**src/rtl/ed_pkg.sv**
```systemverilog
package ed_pkg;

  typedef enum logic {
    LS_IDLE   = 1'b0,
    LS_ACTIVE = 1'b1
  } link_state_e;

  // Whole cycles covering min_ns at clk_khz, rounded up, at least one.
  function automatic longint unsigned qual_cycles(input longint unsigned clk_khz,
                                                  input longint unsigned min_ns);
    longint unsigned c;
    c = (clk_khz * min_ns + 64'd999_999) / 64'd1_000_000;
    if (c == 0) c = 1;
    return c;
  endfunction

endpackage

```
**src/rtl/ed_sync_chain.sv**
```systemverilog
module ed_sync_chain #(
  parameter int unsigned STAGES    = 2,
  parameter bit          RESET_VAL = 1'b0
) (
  input  logic clk,
  input  logic arst_n,
  input  logic d_i,
  output logic q_o
);

  logic [STAGES-1:0] stage_q;

  generate
    for (genvar g = 0; g < STAGES; g++) begin : g_stage
      if (g == 0) begin : g_first
        always_ff @(posedge clk or negedge arst_n) begin
          if (!arst_n) stage_q[0] <= RESET_VAL;
          else         stage_q[0] <= d_i;
        end
      end else begin : g_next
        always_ff @(posedge clk or negedge arst_n) begin
          if (!arst_n) stage_q[g] <= RESET_VAL;
          else         stage_q[g] <= stage_q[g-1];
        end
      end
    end
  endgenerate

  assign q_o = stage_q[STAGES-1];

endmodule

```
**src/rtl/ed_qual_timer.sv**
```systemverilog
module ed_qual_timer #(
  parameter int unsigned QUAL_CYCLES = 1000,
  localparam int unsigned CW = $clog2(QUAL_CYCLES + 1)
) (
  input  logic clk,
  input  logic arst_n,
  input  logic level_i,
  output logic qualified_o
);

  localparam logic [CW-1:0] LIMIT = CW'(QUAL_CYCLES);

  logic [CW-1:0] cnt_q, cnt_d;
  logic          cnt_en;

  // Counting is enabled only while the level is high and the limit is not reached.
  assign cnt_en = level_i && (cnt_q != LIMIT);

  always_comb begin
    cnt_d = cnt_q;
    if (!level_i)    cnt_d = '0;
    else if (cnt_en) cnt_d = cnt_q + 1'b1;
  end

  always_ff @(posedge clk or negedge arst_n) begin
    if (!arst_n) cnt_q <= '0;
    else         cnt_q <= cnt_d;
  end

  assign qualified_o = (cnt_q == LIMIT);

  p_cnt_bounded_r8: assert property (@(posedge clk) disable iff (!arst_n)
    cnt_q <= LIMIT);

  p_low_restarts_r4: assert property (@(posedge clk) disable iff (!arst_n)
    !level_i |=> (cnt_q == '0));

  p_saturate_hold_r8: assert property (@(posedge clk) disable iff (!arst_n)
    (level_i && qualified_o) |=> qualified_o);

endmodule

```
**src/rtl/ed_link_fsm.sv**
```systemverilog
module ed_link_fsm (
  input  logic clk,
  input  logic arst_n,
  input  logic level_i,
  input  logic qualified_i,
  output logic idle_o,
  output logic enter_o,
  output logic exit_o,
  output logic pcs_rst_o
);

  import ed_pkg::*;

  link_state_e state_q, state_d;
  logic        enter_q, enter_d;
  logic        exit_q,  exit_d;
  logic        prst_q,  prst_d;

  always_comb begin
    state_d = state_q;
    enter_d = 1'b0;
    exit_d  = 1'b0;
    unique case (state_q)
      LS_IDLE: begin
        if (qualified_i) begin
          state_d = LS_ACTIVE;
          exit_d  = 1'b1;
        end
      end
      LS_ACTIVE: begin
        if (!level_i) begin
          state_d = LS_IDLE;
          enter_d = 1'b1;
        end
      end
      default: state_d = LS_IDLE;
    endcase
    prst_d = (state_d == LS_IDLE);
  end

  always_ff @(posedge clk or negedge arst_n) begin
    if (!arst_n) begin
      state_q <= LS_IDLE;
      enter_q <= 1'b0;
      exit_q  <= 1'b0;
      prst_q  <= 1'b1;
    end else begin
      state_q <= state_d;
      enter_q <= enter_d;
      exit_q  <= exit_d;
      prst_q  <= prst_d;
    end
  end

  assign idle_o    = (state_q == LS_IDLE);
  assign enter_o   = enter_q;
  assign exit_o    = exit_q;
  assign pcs_rst_o = prst_q;

  p_exit_after_qual_r3: assert property (@(posedge clk) disable iff (!arst_n)
    $rose(exit_q) |-> $past(qualified_i));

  p_enter_on_low_r5: assert property (@(posedge clk) disable iff (!arst_n)
    (!idle_o && !level_i) |=> (idle_o && enter_q));

  p_exit_single_r6: assert property (@(posedge clk) disable iff (!arst_n)
    exit_q |=> !exit_q);

  p_enter_single_r6: assert property (@(posedge clk) disable iff (!arst_n)
    enter_q |=> !enter_q);

  p_no_dual_pulse_r6: assert property (@(posedge clk) disable iff (!arst_n)
    !(enter_q && exit_q));

  p_release_with_exit_r7: assert property (@(posedge clk) disable iff (!arst_n)
    $fell(prst_q) |-> exit_q);

  p_rst_while_idle_r7: assert property (@(posedge clk) disable iff (!arst_n)
    idle_o |-> prst_q);

endmodule

```
**src/rtl/rx_eidle_detect.sv**
```systemverilog
module rx_eidle_detect #(
  parameter int unsigned CLK_FREQ_KHZ = 250000,
  parameter int unsigned MIN_TIME_NS  = 4000,
  parameter int unsigned SYNC_STAGES  = 2
) (
  input  logic clk,
  input  logic rst_n,
  input  logic ltd_async_i,
  output logic eidle_o,
  output logic eidle_enter_o,
  output logic eidle_exit_o,
  output logic pcs_rst_o
);

  localparam int unsigned QUAL_CYCLES =
    int'(ed_pkg::qual_cycles(longint'(CLK_FREQ_KHZ), longint'(MIN_TIME_NS)));

  logic rst_sync_n;
  logic ltd_sync;
  logic qualified;

  // Reset: asserted asynchronously, released on the clock.
  ed_sync_chain #(.STAGES(2), .RESET_VAL(1'b0)) u_rst_sync (
    .clk    (clk),
    .arst_n (rst_n),
    .d_i    (1'b1),
    .q_o    (rst_sync_n)
  );

  ed_sync_chain #(.STAGES(SYNC_STAGES), .RESET_VAL(1'b0)) u_ltd_sync (
    .clk    (clk),
    .arst_n (rst_sync_n),
    .d_i    (ltd_async_i),
    .q_o    (ltd_sync)
  );

  ed_qual_timer #(.QUAL_CYCLES(QUAL_CYCLES)) u_timer (
    .clk         (clk),
    .arst_n      (rst_sync_n),
    .level_i     (ltd_sync),
    .qualified_o (qualified)
  );

  ed_link_fsm u_fsm (
    .clk         (clk),
    .arst_n      (rst_sync_n),
    .level_i     (ltd_sync),
    .qualified_i (qualified),
    .idle_o      (eidle_o),
    .enter_o     (eidle_enter_o),
    .exit_o      (eidle_exit_o),
    .pcs_rst_o   (pcs_rst_o)
  );

  p_reset_idle_r2: assert property (@(posedge clk) disable iff (!rst_sync_n)
    $rose(rst_sync_n) |-> (eidle_o && pcs_rst_o && !eidle_exit_o && !eidle_enter_o));

endmodule

```
**config.mk**
```make
export PLATFORM = sky130hd
export DESIGN_NAME = rx_eidle_detect
export DESIGN_NICKNAME = d
export VERILOG_FILES = /design/src/rtl/ed_pkg.sv /design/src/rtl/ed_sync_chain.sv /design/src/rtl/ed_qual_timer.sv /design/src/rtl/ed_link_fsm.sv /design/src/rtl/rx_eidle_detect.sv
export SDC_FILE = /design/constraint.sdc
export NUM_CORES = 1
export LEC_CHECK = 0
export CORE_MARGIN = 1.5
export CORE_UTILIZATION = 45
export DETAILED_ROUTE_END_ITERATION = 16
export GPL_ROUTABILITY_DRIVEN = 0
export RECOVER_POWER = 50
export SLEW_MARGIN = 20
export SYNTH_ARGS = -nofsm -noshare
export SYNTH_HDL_FRONTEND = slang
export SYNTH_SLANG_ARGS = --single-unit
```
**constraint.sdc**
```tcl
create_clock -name clk -period 1.7 [get_ports clk]
set_input_delay 0.34 -clock clk [delete_from_list [all_inputs] [get_ports clk]]
set_output_delay 0.34 -clock clk [all_outputs]
set_load 0.02 [all_outputs]
```
# After elaboration in Yosys (flattened, before gate mapping)
# Cells that the tools add are included.
# totals
ff_bits	18
latch_bits	0
ram_bits	0
mem_bits_ro	0
in_bits	3
wordCells	24
mem_count	0
# classes
addsub	1
n_mul	0
div_mod_pow	0
n_lt_le_gt_ge	0
eq_ne	3
n_shift	0
muxes	8
n_bitwise	2
reduce_logical	1
# op_table
cell	count
$mux 10	2
$add 10x1->10 const B	1
$eq 10x10->1 const B	1
$ne 10x10->1 const B	1
$mux 1	5
$ne 2x1->1 const B	1
$not 1->1	2
$pmux 1 s2	1
$logic_and 1x1->1	1

# Logic depth before layout (Yosys ltp)
# Gate-level depths: netlist (run 1).
# depth
ltp_word	4
ltp_mapped	5
mapped_depth_nobuf	5

# By module
# A second synthesis (run 1) with hierarchy kept.
# unflattened
hier_cells	67
area_unflattened_um2	764.5
# modules_own_cells
mod	instances	cells_per_inst	area_per_inst_um2	seq_area_each_um2
ed_qual_timer	1	53	516.7	250.2
ed_link_fsm	1	9	143.9	101.3
ed_sync_chain	2	2	50.0	50.0
rx_eidle_detect	1	1	3.8	0.0

# Least setup slack after synthesis (run 1)
# OpenSTA, ideal clock, no wires.
# synth_path
path_kind	register -> register
start	register u_timer.cnt_q[0]
end	register u_timer.cnt_q[0]
t_arrival_ns	1.369
slack_ns	0.251
path_stages_with_launch	6
path_buffers	0
synth_period_minus_slack_ns	1.449
path_cell_list	dfrtp_1 > inv_1 > ha_1 > nor4bb_1 > nor3b_2 > mux2i_1
# synth_via
elab_chain_cells	3
elab_cells_between_ends	6
# synth_rtl
element	line	rtl
from (decl)	ed_qual_timer.sv:13	logic [CW-1:0] cnt_q, cnt_d;
from (signal assigned)	ed_qual_timer.sv:27	else cnt_q <= cnt_d;
$add 10x1->10 / $ne 10x10->1 (equally long branches)	ed_qual_timer.sv:22, ed_qual_timer.sv:17	
$mux 10 / $logic_and 1x1->1 (equally long branches)	ed_qual_timer.sv:22, ed_qual_timer.sv:17	
$mux 10 / $ne 2x1->1 (equally long branches)	n/a	
# Parallel ways exist; a longest one is shown, timed or not. The select of a mux whose other input is x is not followed.
# A chain may end at the register's enable or synchronous reset.

# Final worst setup path (run 1)
# layout_path
start	register u_fsm.enter_q, in the netlist u_fsm.enter_o
end	output port eidle_enter_o
# layout_lines
element	line	rtl
from (decl)	ed_link_fsm.sv:15	logic enter_q, enter_d;
from (signal assigned)	ed_link_fsm.sv:49	enter_q <= enter_d;
to (decl)	rx_eidle_detect.sv:10	output logic eidle_enter_o,
# No word-level cell between the ends.

==> impl_metrics.ini, run 1 <==
[clocking]
cts_tree = done
clock_sinks = 18
clockBufferDepth = 2
cts_max_level = 1
clkTransAtPathRegs_ns = 0.10
cts_hold_buffers = 0
numCtsBuffers = 3
cts_root_buf = clkbuf_4
clock_latency_ns = 0.29

[grt]
grt_max_degree = 17
grt_use_total_pct = 17.1
antenna_found_initial = 0
grt-ovfl-total = 0
grt_pass1_wl_mm = 2.29
grt_pass1_vias = 510

[floorplanning]
initial_core_util_pct = 49.3
rows = 14
die_h_microns = 44.1
coreArea_sq_mm = 0.00154
dieArea_sq_mm = 0.00194
io_pins = 7
die_w_microns = 44.1

[cells_and_area]
finalInstanceArea_sq_um = 910
drive_gt1_share_pct = 12.3
fin_nets = 87
area_growth_pct = 19.8
final_util_pct = 59.0
antenna_cells = 0

[timing]
hold_viol = 0
worst_slack_ns = 0.136
skew_ns = 0.00364
slew_headroom_pct = 58.6
setup_viol_count_final = 0
finalCritPeriodShare_pct = 92.0
maxSlewViolCount = 0
tightestPinTransition_ns = 0.620
fin_hold_ws_ns = 0.257
fmax_ghz = 0.639
post-route-min-period_ns = 1.56

[worst_setup_path]
cpLargestDelayFamily = buffers and inverters
crit_type = reg2out
cpPeakStageDelay_ns = 0.59
rr_worst_depth = 5
start_kind = flop
worst-path-max-fanout = 1
cp_slowest_cell = clkdlybuf4s50_1
crit_buf_inv = 1
arrival_ns = 1.22
critPathCaptureType = output port
path_depth = 1
path_cells = clkdlybuf4s50_1
required_ns = 1.36

[placed_design]
postPlaceCellArea_sq_um = 840
place_ws_ns = 0.0424
dp_hpwl_microns = 904
port_buffers = 6

[logic_synthesis]
synth-edff-count = 0
ys.warnings.count = 0
ys_seq_area_share_pct = 59.5
ys_seq_elements = 18
ys.flop_type = dfrtp_1
yosys.area.top_type_share_pct = 56.0
async_reset_ff_share_pct = 100
synthTopCellsByCount = dfrtp_1 (17), inv_1 (6), nand2_1 (6), a21oi_1 (5)
synth.most_common_cell = dfrtp_1
syn_avg_cell_area_sq_um = 11.0
synth_top_area_cell = dfrtp_1
syn-cell-area_sq_um = 759
synth_area_leaders = dfrtp_1 (56%), dfstp_2 (3.5%), a21oi_1 (3.3%)
ys_types = 24
syn-num-nets = 74
synth_cells = 69

[power]
peakVddDrop_v = 0.000620
total_leakage_power_nw = 0.402
pwr_density_cell_mw_per_mm2 = 824
finalPower_mw = 0.750

[drt]
vias = 532
via_per_inst = 5.48
ant_nets = 0
drc_errors = 0
drt_iter0_markers = 12
wl_per_cell_microns = 13.4
drt-total-wl_mm = 1.30
dr.pass1.iters = 4

[job]
maxCapViolCount = 0

[worst_hold_path]
hold_class = reg2async

[outcome]
outcome = complete, no violations
==> cell type report <==
class / instances / area (sq um)
sequential: 18 / 452
fill: 129 / 632
multi-input combinational: 45 / 307
timing repair buffer: 8 / 72.6
tap: 16 / 20.0
clock buffer: 4 / 36.3
inverter: 6 / 22.5
==> placed cells by master (no fill, tap or decap) <==
cell	instances
a21boi_1	1
a21oi_1	5
buf_4	2
clkbuf_4	3
clkbuf_8	1
clkdlybuf4s50_1	2
conb_1	1
dfrtp_1	17
dfstp_2	1
dlygate4sd2_1	2
dlygate4sd3_1	2
ha_1	2
inv_1	6
mux2i_1	2
nand2_1	6
nand3_1	4
nand4_1	1
nand4_2	1
nor2_1	4
nor3_1	1
nor3b_4	1
nor4bb_4	1
o21ai_0	4
o21ai_1	1
o31ai_1	1
or3_1	4
or3b_1	1
or4_1	1
xnor2_1	2
xor2_1	1
==> kinds of logic (layout without fill, tap and decap cells) <==
kind of cell,count (synthesis),count (layout),share of synthesized area [%]
flip-flops,18,18,59.5
buffers and inverters,6,18,2.97
AO/OA/AOI/OAI,12,12,8.57
other,1,1,0.494
AND/OR/NAND/NOR,25,25,19.1
XOR/XNOR,3,3,3.46
multiplexers,2,2,2.64
adder cells (fa/ha/maj),2,2,3.29
==> report_power, final <==
group          leakage (nW)  switching (mW)  internal [mW]
Clock                0.0210           0.126          0.130
Combinational         0.144          0.0195         0.0201
Sequential            0.236          0.0155          0.438
==> worst paths after layout <==
path	end	slack [ns]	startpoint
max	eidle_enter_o	0.14	u_fsm.enter_o$_DFF_PN0_
min reg2reg	u_timer.cnt_q[2]$_DFFE_PN0P_	0.26	u_rst_sync.q_o$_DFF_PN0_
max in group asynchronous	u_timer.cnt_q[7]$_DFFE_PN0P_	1.04	u_rst_sync.q_o$_DFF_PN0_
min in group clk	u_ltd_sync.q_o$_DFF_PN0_	0.36	u_ltd_sync.stage_q[0]$_DFF_PN0_
min	u_timer.cnt_q[2]$_DFFE_PN0P_	0.26	u_rst_sync.q_o$_DFF_PN0_
max reg2reg	u_timer.cnt_q[0]$_DFFE_PN0P_	0.16	u_timer.cnt_q[0]$_DFFE_PN0P_
==> sequential cells by signal (all words and copies together), names as in the netlist <==
name and count:
u_rst_sync.q_o 1, u_ltd_sync.stage_q 1, u_fsm.state_q 1, u_rst_sync.stage_q 1, u_fsm.enter_o 1, u_fsm.exit_o 1
u_timer.cnt_q 10, u_ltd_sync.q_o 1, u_fsm.pcs_rst_o 1
==> routing by layer <==
layer | up-vias | routed length (microns) | global-route usage, %
li1 | 257 | - | -
met1 | 264 | 629 | 22.6
met2 | 7 | 604 | 25.3
met3 | 4 | 31 | 2.45
met4 | 0 | 38 | 13.3
met5 | - | 0 | 0
==> through the flow <==
stage / std cells / TNS (ns)
finish: 97 / 0
global route: 97 / -0.000566
CTS: 95 / 0
detailed placement: 91 / 0
global placement: 91 / 0
floorplan: 69 / 0
==> repair_timing <==
action / 4_1_cts / 5_1_grt
gates cloned: 0 / 0
resized for setup: 2 / 3
endpoints found under the setup margin: 2 / 3
setup buffers: 0 / 2
Power figures use the tool's default switching activity.
==> run 2: changes to the inputs <==
--- a/config.mk
+++ b/config.mk
@@ -10,7 +10,7 @@
 export DETAILED_ROUTE_END_ITERATION = 16
 export GPL_ROUTABILITY_DRIVEN = 0
 export RECOVER_POWER = 50
-export SLEW_MARGIN = 20
+export SETUP_SLACK_MARGIN = 0.3
 export SYNTH_ARGS = -nofsm -noshare
 export SYNTH_HDL_FRONTEND = slang
 export SYNTH_SLANG_ARGS = --single-unit
==> impl_metrics.ini, run 2 (synthesis results as in run 1) <==
[outcome]
outcome = complete, no violations

[grt]
grt_pass1_wl_mm = 2.09
grt_use_total_pct = 15.1
grt-ovfl-total = 0
antenna_found_initial = 0
grt_max_degree = 17
grt_pass1_vias = 478

[drt]
drt-total-wl_mm = 1.38
via_per_inst = 5.42
wl_per_cell_microns = 13.8
ant_nets = 0
drc_errors = 0
vias = 542
drt_iter0_markers = 11
dr.pass1.iters = 4

[floorplanning]
coreArea_sq_mm = 0.00154
die_h_microns = 44.1
initial_core_util_pct = 49.3
die_w_microns = 44.1
io_pins = 7
rows = 14
dieArea_sq_mm = 0.00194

[cells_and_area]
fin_nets = 90
drive_gt1_share_pct = 31.0
multi_input_area_sq_um = 353
regArea_sq_um = 454
final.fill_count = 120
largest_register_ffs = 10
antenna_cells = 0
regMostFlops = u_timer.cnt_q
area_growth_pct = 27.8
layout_commonest_cell = dfrtp_1
final_cell_mix = dfrtp_1 (15), nand2_1 (6), buf_4 (5)

[power]
peakVddDrop_v = 0.000459
total_leakage_power_nw = 0.422
pwr_density_cell_mw_per_mm2 = 792
finalPower_mw = 0.769

[worst_setup_path]
crit_type = reg2reg
start_kind = flop
cp_slowest_cell = dfrtp_1
arrival_ns = 1.65
required_ns = 1.91
cpPeakStageDelay_ns = 0.41
worst-path-max-fanout = 4
critPathCaptureType = flop
path_cells = inv_2 -> ha_4 -> nor4bb_4 -> nor3b_4 -> mux2i_1

[clocking]
clock_sinks = 18
clockBufferDepth = 2
cts_max_level = 1
clock_latency_ns = 0.29
numCtsBuffers = 3
clkTransAtPathRegs_ns = 0.10
cts_root_buf = clkbuf_4
cts_tree = done

[timing]
slew_headroom_pct = 57.6
fmax_ghz = 0.696
grt_setup_unrepaired = true
post-route-min-period_ns = 1.44
setup_viol_count_final = 0
hold_viol = 0
skew_ns = 0.000736
finalCritPeriodShare_pct = 84.5
fin_setup_tns_ns = 0
maxSlewViolCount = 0
tightestPinTransition_ns = 0.636

[job]
maxCapViolCount = 0

[placed_design]
port_buffers = 6
dp_hpwl_microns = 870

[worst_hold_path]
hold_class = in2async
## run 2: worst max-delay path: cells and delay by family (launching register included)
kind | cells | cell delay, ns
AND/OR/NAND/NOR | 2 | 0.51
flip-flops | 1 | 0.41
multiplexers | 1 | 0.25
adder cells (fa/ha/maj) | 1 | 0.12
buffers and inverters | 1 | 0.08
## run 2: path summary, 6_finish.rpt
path                                            startpoint                         endpoint  slack [ns]  depth (start not counted)
max reg2reg                   u_timer.cnt_q[0]$_DFFE_PN0P_     u_timer.cnt_q[0]$_DFFE_PN0P_        0.26                          5
min reg2reg                       u_rst_sync.q_o$_DFF_PN0_     u_timer.cnt_q[3]$_DFFE_PN0P_        0.27                          0
min in group clk           u_ltd_sync.stage_q[0]$_DFF_PN0_         u_ltd_sync.q_o$_DFF_PN0_        0.36                          0
max                           u_timer.cnt_q[0]$_DFFE_PN0P_     u_timer.cnt_q[0]$_DFFE_PN0P_        0.26                          5
min                                                  rst_n  u_rst_sync.stage_q[0]$_DFF_PN0_        0.26                          1
max in group asynchronous         u_rst_sync.q_o$_DFF_PN0_     u_timer.cnt_q[2]$_DFFE_PN0P_        0.99                          0
## run 2: metrics by stage
step	area, sq um	util (%)	instances	setup WS [ns]	hold slack (ns)
final	971	63.0	100	0.264	0.265
after global routing	971	63.0	100	0.151	0.272
after CTS	937	60.8	99	0.212	0.189
after detailed placement	840	54.5	91	0.0745	0.293
after global placement	840	54.5	91	0.232	0.282
after floorplan	759	-	69	0.313	0.0444
## run 2: repair_timing
action	4_1_cts	5_1_grt
resized for setup	16	9
gates cloned	0	0
endpoints found under the hold margin	0	0
pin swaps	2	3
hold buffers	0	0
buffers inserted	4	1
endpoints found under the setup margin	10	11
## run 2: layout make-up
class / count / share of cell area (%)
clock buffer: 4 / 3.74
inverter: 6 / 2.32
multi-input combinational: 45 / 36.3
sequential: 18 / 46.8
tap: 16 / 2.06
timing repair buffer: 11 / 8.76
## run 2: power by group
group | internal, mW | switching (mW)
Combinational | 0.0266 | 0.0257
Clock | 0.130 | 0.130
Sequential | 0.439 | 0.0168
Total | 0.596 | 0.173
## run 2: per-layer routing
| layer | global-route usage, % | routed length (microns) | up-vias |
|---|---|---|---|
| met5 | 0 | 0 | - |
| met3 | 2.45 | 51 | 6 |
| li1 | - | - | 265 |
| met2 | 20.0 | 577 | 16 |
| met4 | 9.09 | 27 | 0 |
| met1 | 23.1 | 719 | 255 |
==> run 3: changes to the inputs <==
--- a/config.mk
+++ b/config.mk
@@ -9,6 +9,7 @@
 export CORE_UTILIZATION = 45
 export DETAILED_ROUTE_END_ITERATION = 16
 export GPL_ROUTABILITY_DRIVEN = 0
+export PLACE_DENSITY = 0.67
 export RECOVER_POWER = 50
 export SETUP_SLACK_MARGIN = 0.3
 export SYNTH_ARGS = -nofsm -noshare
==> constraint.sdc (replaced) <==
create_clock -name clk -period 1.3 [get_ports clk]
set_input_delay 0.26 -clock clk [delete_from_list [all_inputs] [get_ports clk]]
set_output_delay 0.26 -clock clk [all_outputs]
set_load 0.02 [all_outputs]
==> impl_metrics.ini, run 3 (synthesis results as in run 1) <==
[outcome]
outcome = finished with violations
violations = setup timing

[grt]
gr-max-usage-layer = met2
grtUsageMet1_pct = 20.8
grt_use_met3_pct = 3.67
grt_use_total_pct = 16.4
grt_max_degree = 11
grt_pass1_wl_mm = 2.28
grt_pass1_vias = 549
grt-ovfl-total = 0
use_met2_pct = 26.2
antenna_found_initial = 0

[clocking]
clkTransAtPathRegs_ns = 0.10
cts_root_buf = clkbuf_4
clock_latency_ns = 0.30
cts_tree = done
cts_hold_buffers = 0
clock_sinks = 18
clockBufferDepth = 2
cts_max_level = 1
numCtsBuffers = 3

[power]
switchingPower_mw = 0.215
seq_power_share_pct = 62.2
swShare_pct = 22.7
peakVddDrop_v = 0.000634
total_leakage_power_nw = 0.474
pwr-share-clk_pct = 29.9
pwr_density_cell_mw_per_mm2 = 876
internal_power_mw = 0.731
finalPower_mw = 0.946
comb_power_share_pct = 7.9

[worst_setup_path]
critPathCaptureType = flop
worst-path-max-fanout = 2
arrival_ns = 1.61
start_kind = flop
required_ns = 1.52
crit_type = reg2reg

[timing]
skew_ns = 0.00575
setup_viol_count_final = 6
fin_hold_ws_ns = 0.138
fmax_ghz = 0.721
worst_slack_ns = -0.0869
finalCritPeriodShare_pct = 107
maxSlewViolCount = 0
grt_setup_unrepaired = true
hold_viol = 0
post-route-min-period_ns = 1.39
fin_setup_tns_ns = -0.337

[drt]
wl_per_cell_microns = 12.6
drc_errors = 0
vias = 578
drt-total-wl_mm = 1.42
dr.pass1.iters = 4
via_per_inst = 5.12
drt_iter0_markers = 8
ant_nets = 0

[cells_and_area]
fin_nets = 103
final.fill_count = 117
fin_cells = 113
area_growth_pct = 42.2
antenna_cells = 0
drive_gt1_share_pct = 44.3
largest_register_ffs = 10
final_cell_mix = buf_4 (17), dfrtp_1 (17), nand2_1 (6), a21oi_2 (5)
regArea_sq_um = 452
final_util_pct = 70.0
finalInstanceArea_sq_mm = 0.00108
regMostFlops = u_timer.cnt_q
multi_input_area_sq_um = 363

[placed_design]
dp_hpwl_microns = 977
place_ws_ns = -0.133
postPlaceCellArea_sq_um = 952
port_buffers = 6
dp.cells = 106

[worst_hold_path]
hold_class = reg2async

[floorplanning]
die_w_microns = 44.1
io_pins = 7
rows = 14
die_h_microns = 44.1
dieArea_sq_mm = 0.00194
initial_core_util_pct = 49.3
coreArea_sq_mm = 0.00154

[job]
maxCapViolCount = 0
-- run 3: changes by cell type in the layout (fill, tap and decap cells not counted), moves of 2 or more --
cell / before / now
buf_4: 5 / 17
buf_6: 0 / 4
a21oi_1: 2 / 0
a21oi_2: 3 / 5
clkbuf_1: 0 / 2
dfrtp_1: 15 / 17
dfrtp_2: 2 / 0
dlygate4sd2_1: 2 / 0
-- run 3: metal layers --
layer,vias to the layer above,share of wire (%)
met5,-,0
met4,0,1.5
met3,2,3.0
met2,8,49
met1,275,47
li1,293,-
-- run 3: cell type report --
cell class | instances | area share (%)
multi-input combinational | 45 | 33.6
sequential | 18 | 41.8
timing repair buffer | 24 | 18.2
clock buffer | 4 | 2.43
inverter | 6 | 2.09
tap | 16 | 1.85
-- run 3: power by group through the flow --
stage | sequential [mW] | clock, mW | combinational [mW]
floorplan | 0.602 | 0 | 0.0224
global placement | 0.598 | 0 | 0.0654
detailed placement | 0.598 | 0 | 0.0671
CTS | 0.589 | 0.298 | 0.0775
global route | 0.591 | 0.321 | 0.0827
finish | 0.588 | 0.283 | 0.0747
-- run 3: path summary, 6_finish.rpt --
kind	to	start	cells past startpoint	slack, ns
min reg2reg	u_timer.cnt_q[9]$_DFFE_PN0P_	u_rst_sync.q_o$_DFF_PN0_	0	0.14
min in group clk	u_ltd_sync.q_o$_DFF_PN0_	u_ltd_sync.stage_q[0]$_DFF_PN0_	0	0.36
max in group asynchronous	u_fsm.pcs_rst_o$_DFF_PN1_	u_rst_sync.q_o$_DFF_PN0_	1	0.41
min	u_timer.cnt_q[9]$_DFFE_PN0P_	u_rst_sync.q_o$_DFF_PN0_	0	0.14
max	u_fsm.state_q$_DFF_PN0_	u_timer.cnt_q[0]$_DFFE_PN0P_	5	-0.09
max reg2reg	u_fsm.state_q$_DFF_PN0_	u_timer.cnt_q[0]$_DFFE_PN0P_	5	-0.09
-- run 3: timing repair --
action / 4_1_cts / 5_1_grt
resized for setup: 36 / 7
setup endpoints to repair: 16 / 17
pin swaps: 8 / 1
buffers inserted: 3 / 0
-- run 3: worst max-delay path, stage by stage (launching register included) --
cell	delay, ns
dfrtp_1	0.39
inv_2	0.07
ha_4	0.11
nor4bb_4	0.18
or3b_4	0.42
o21ai_2	0.13
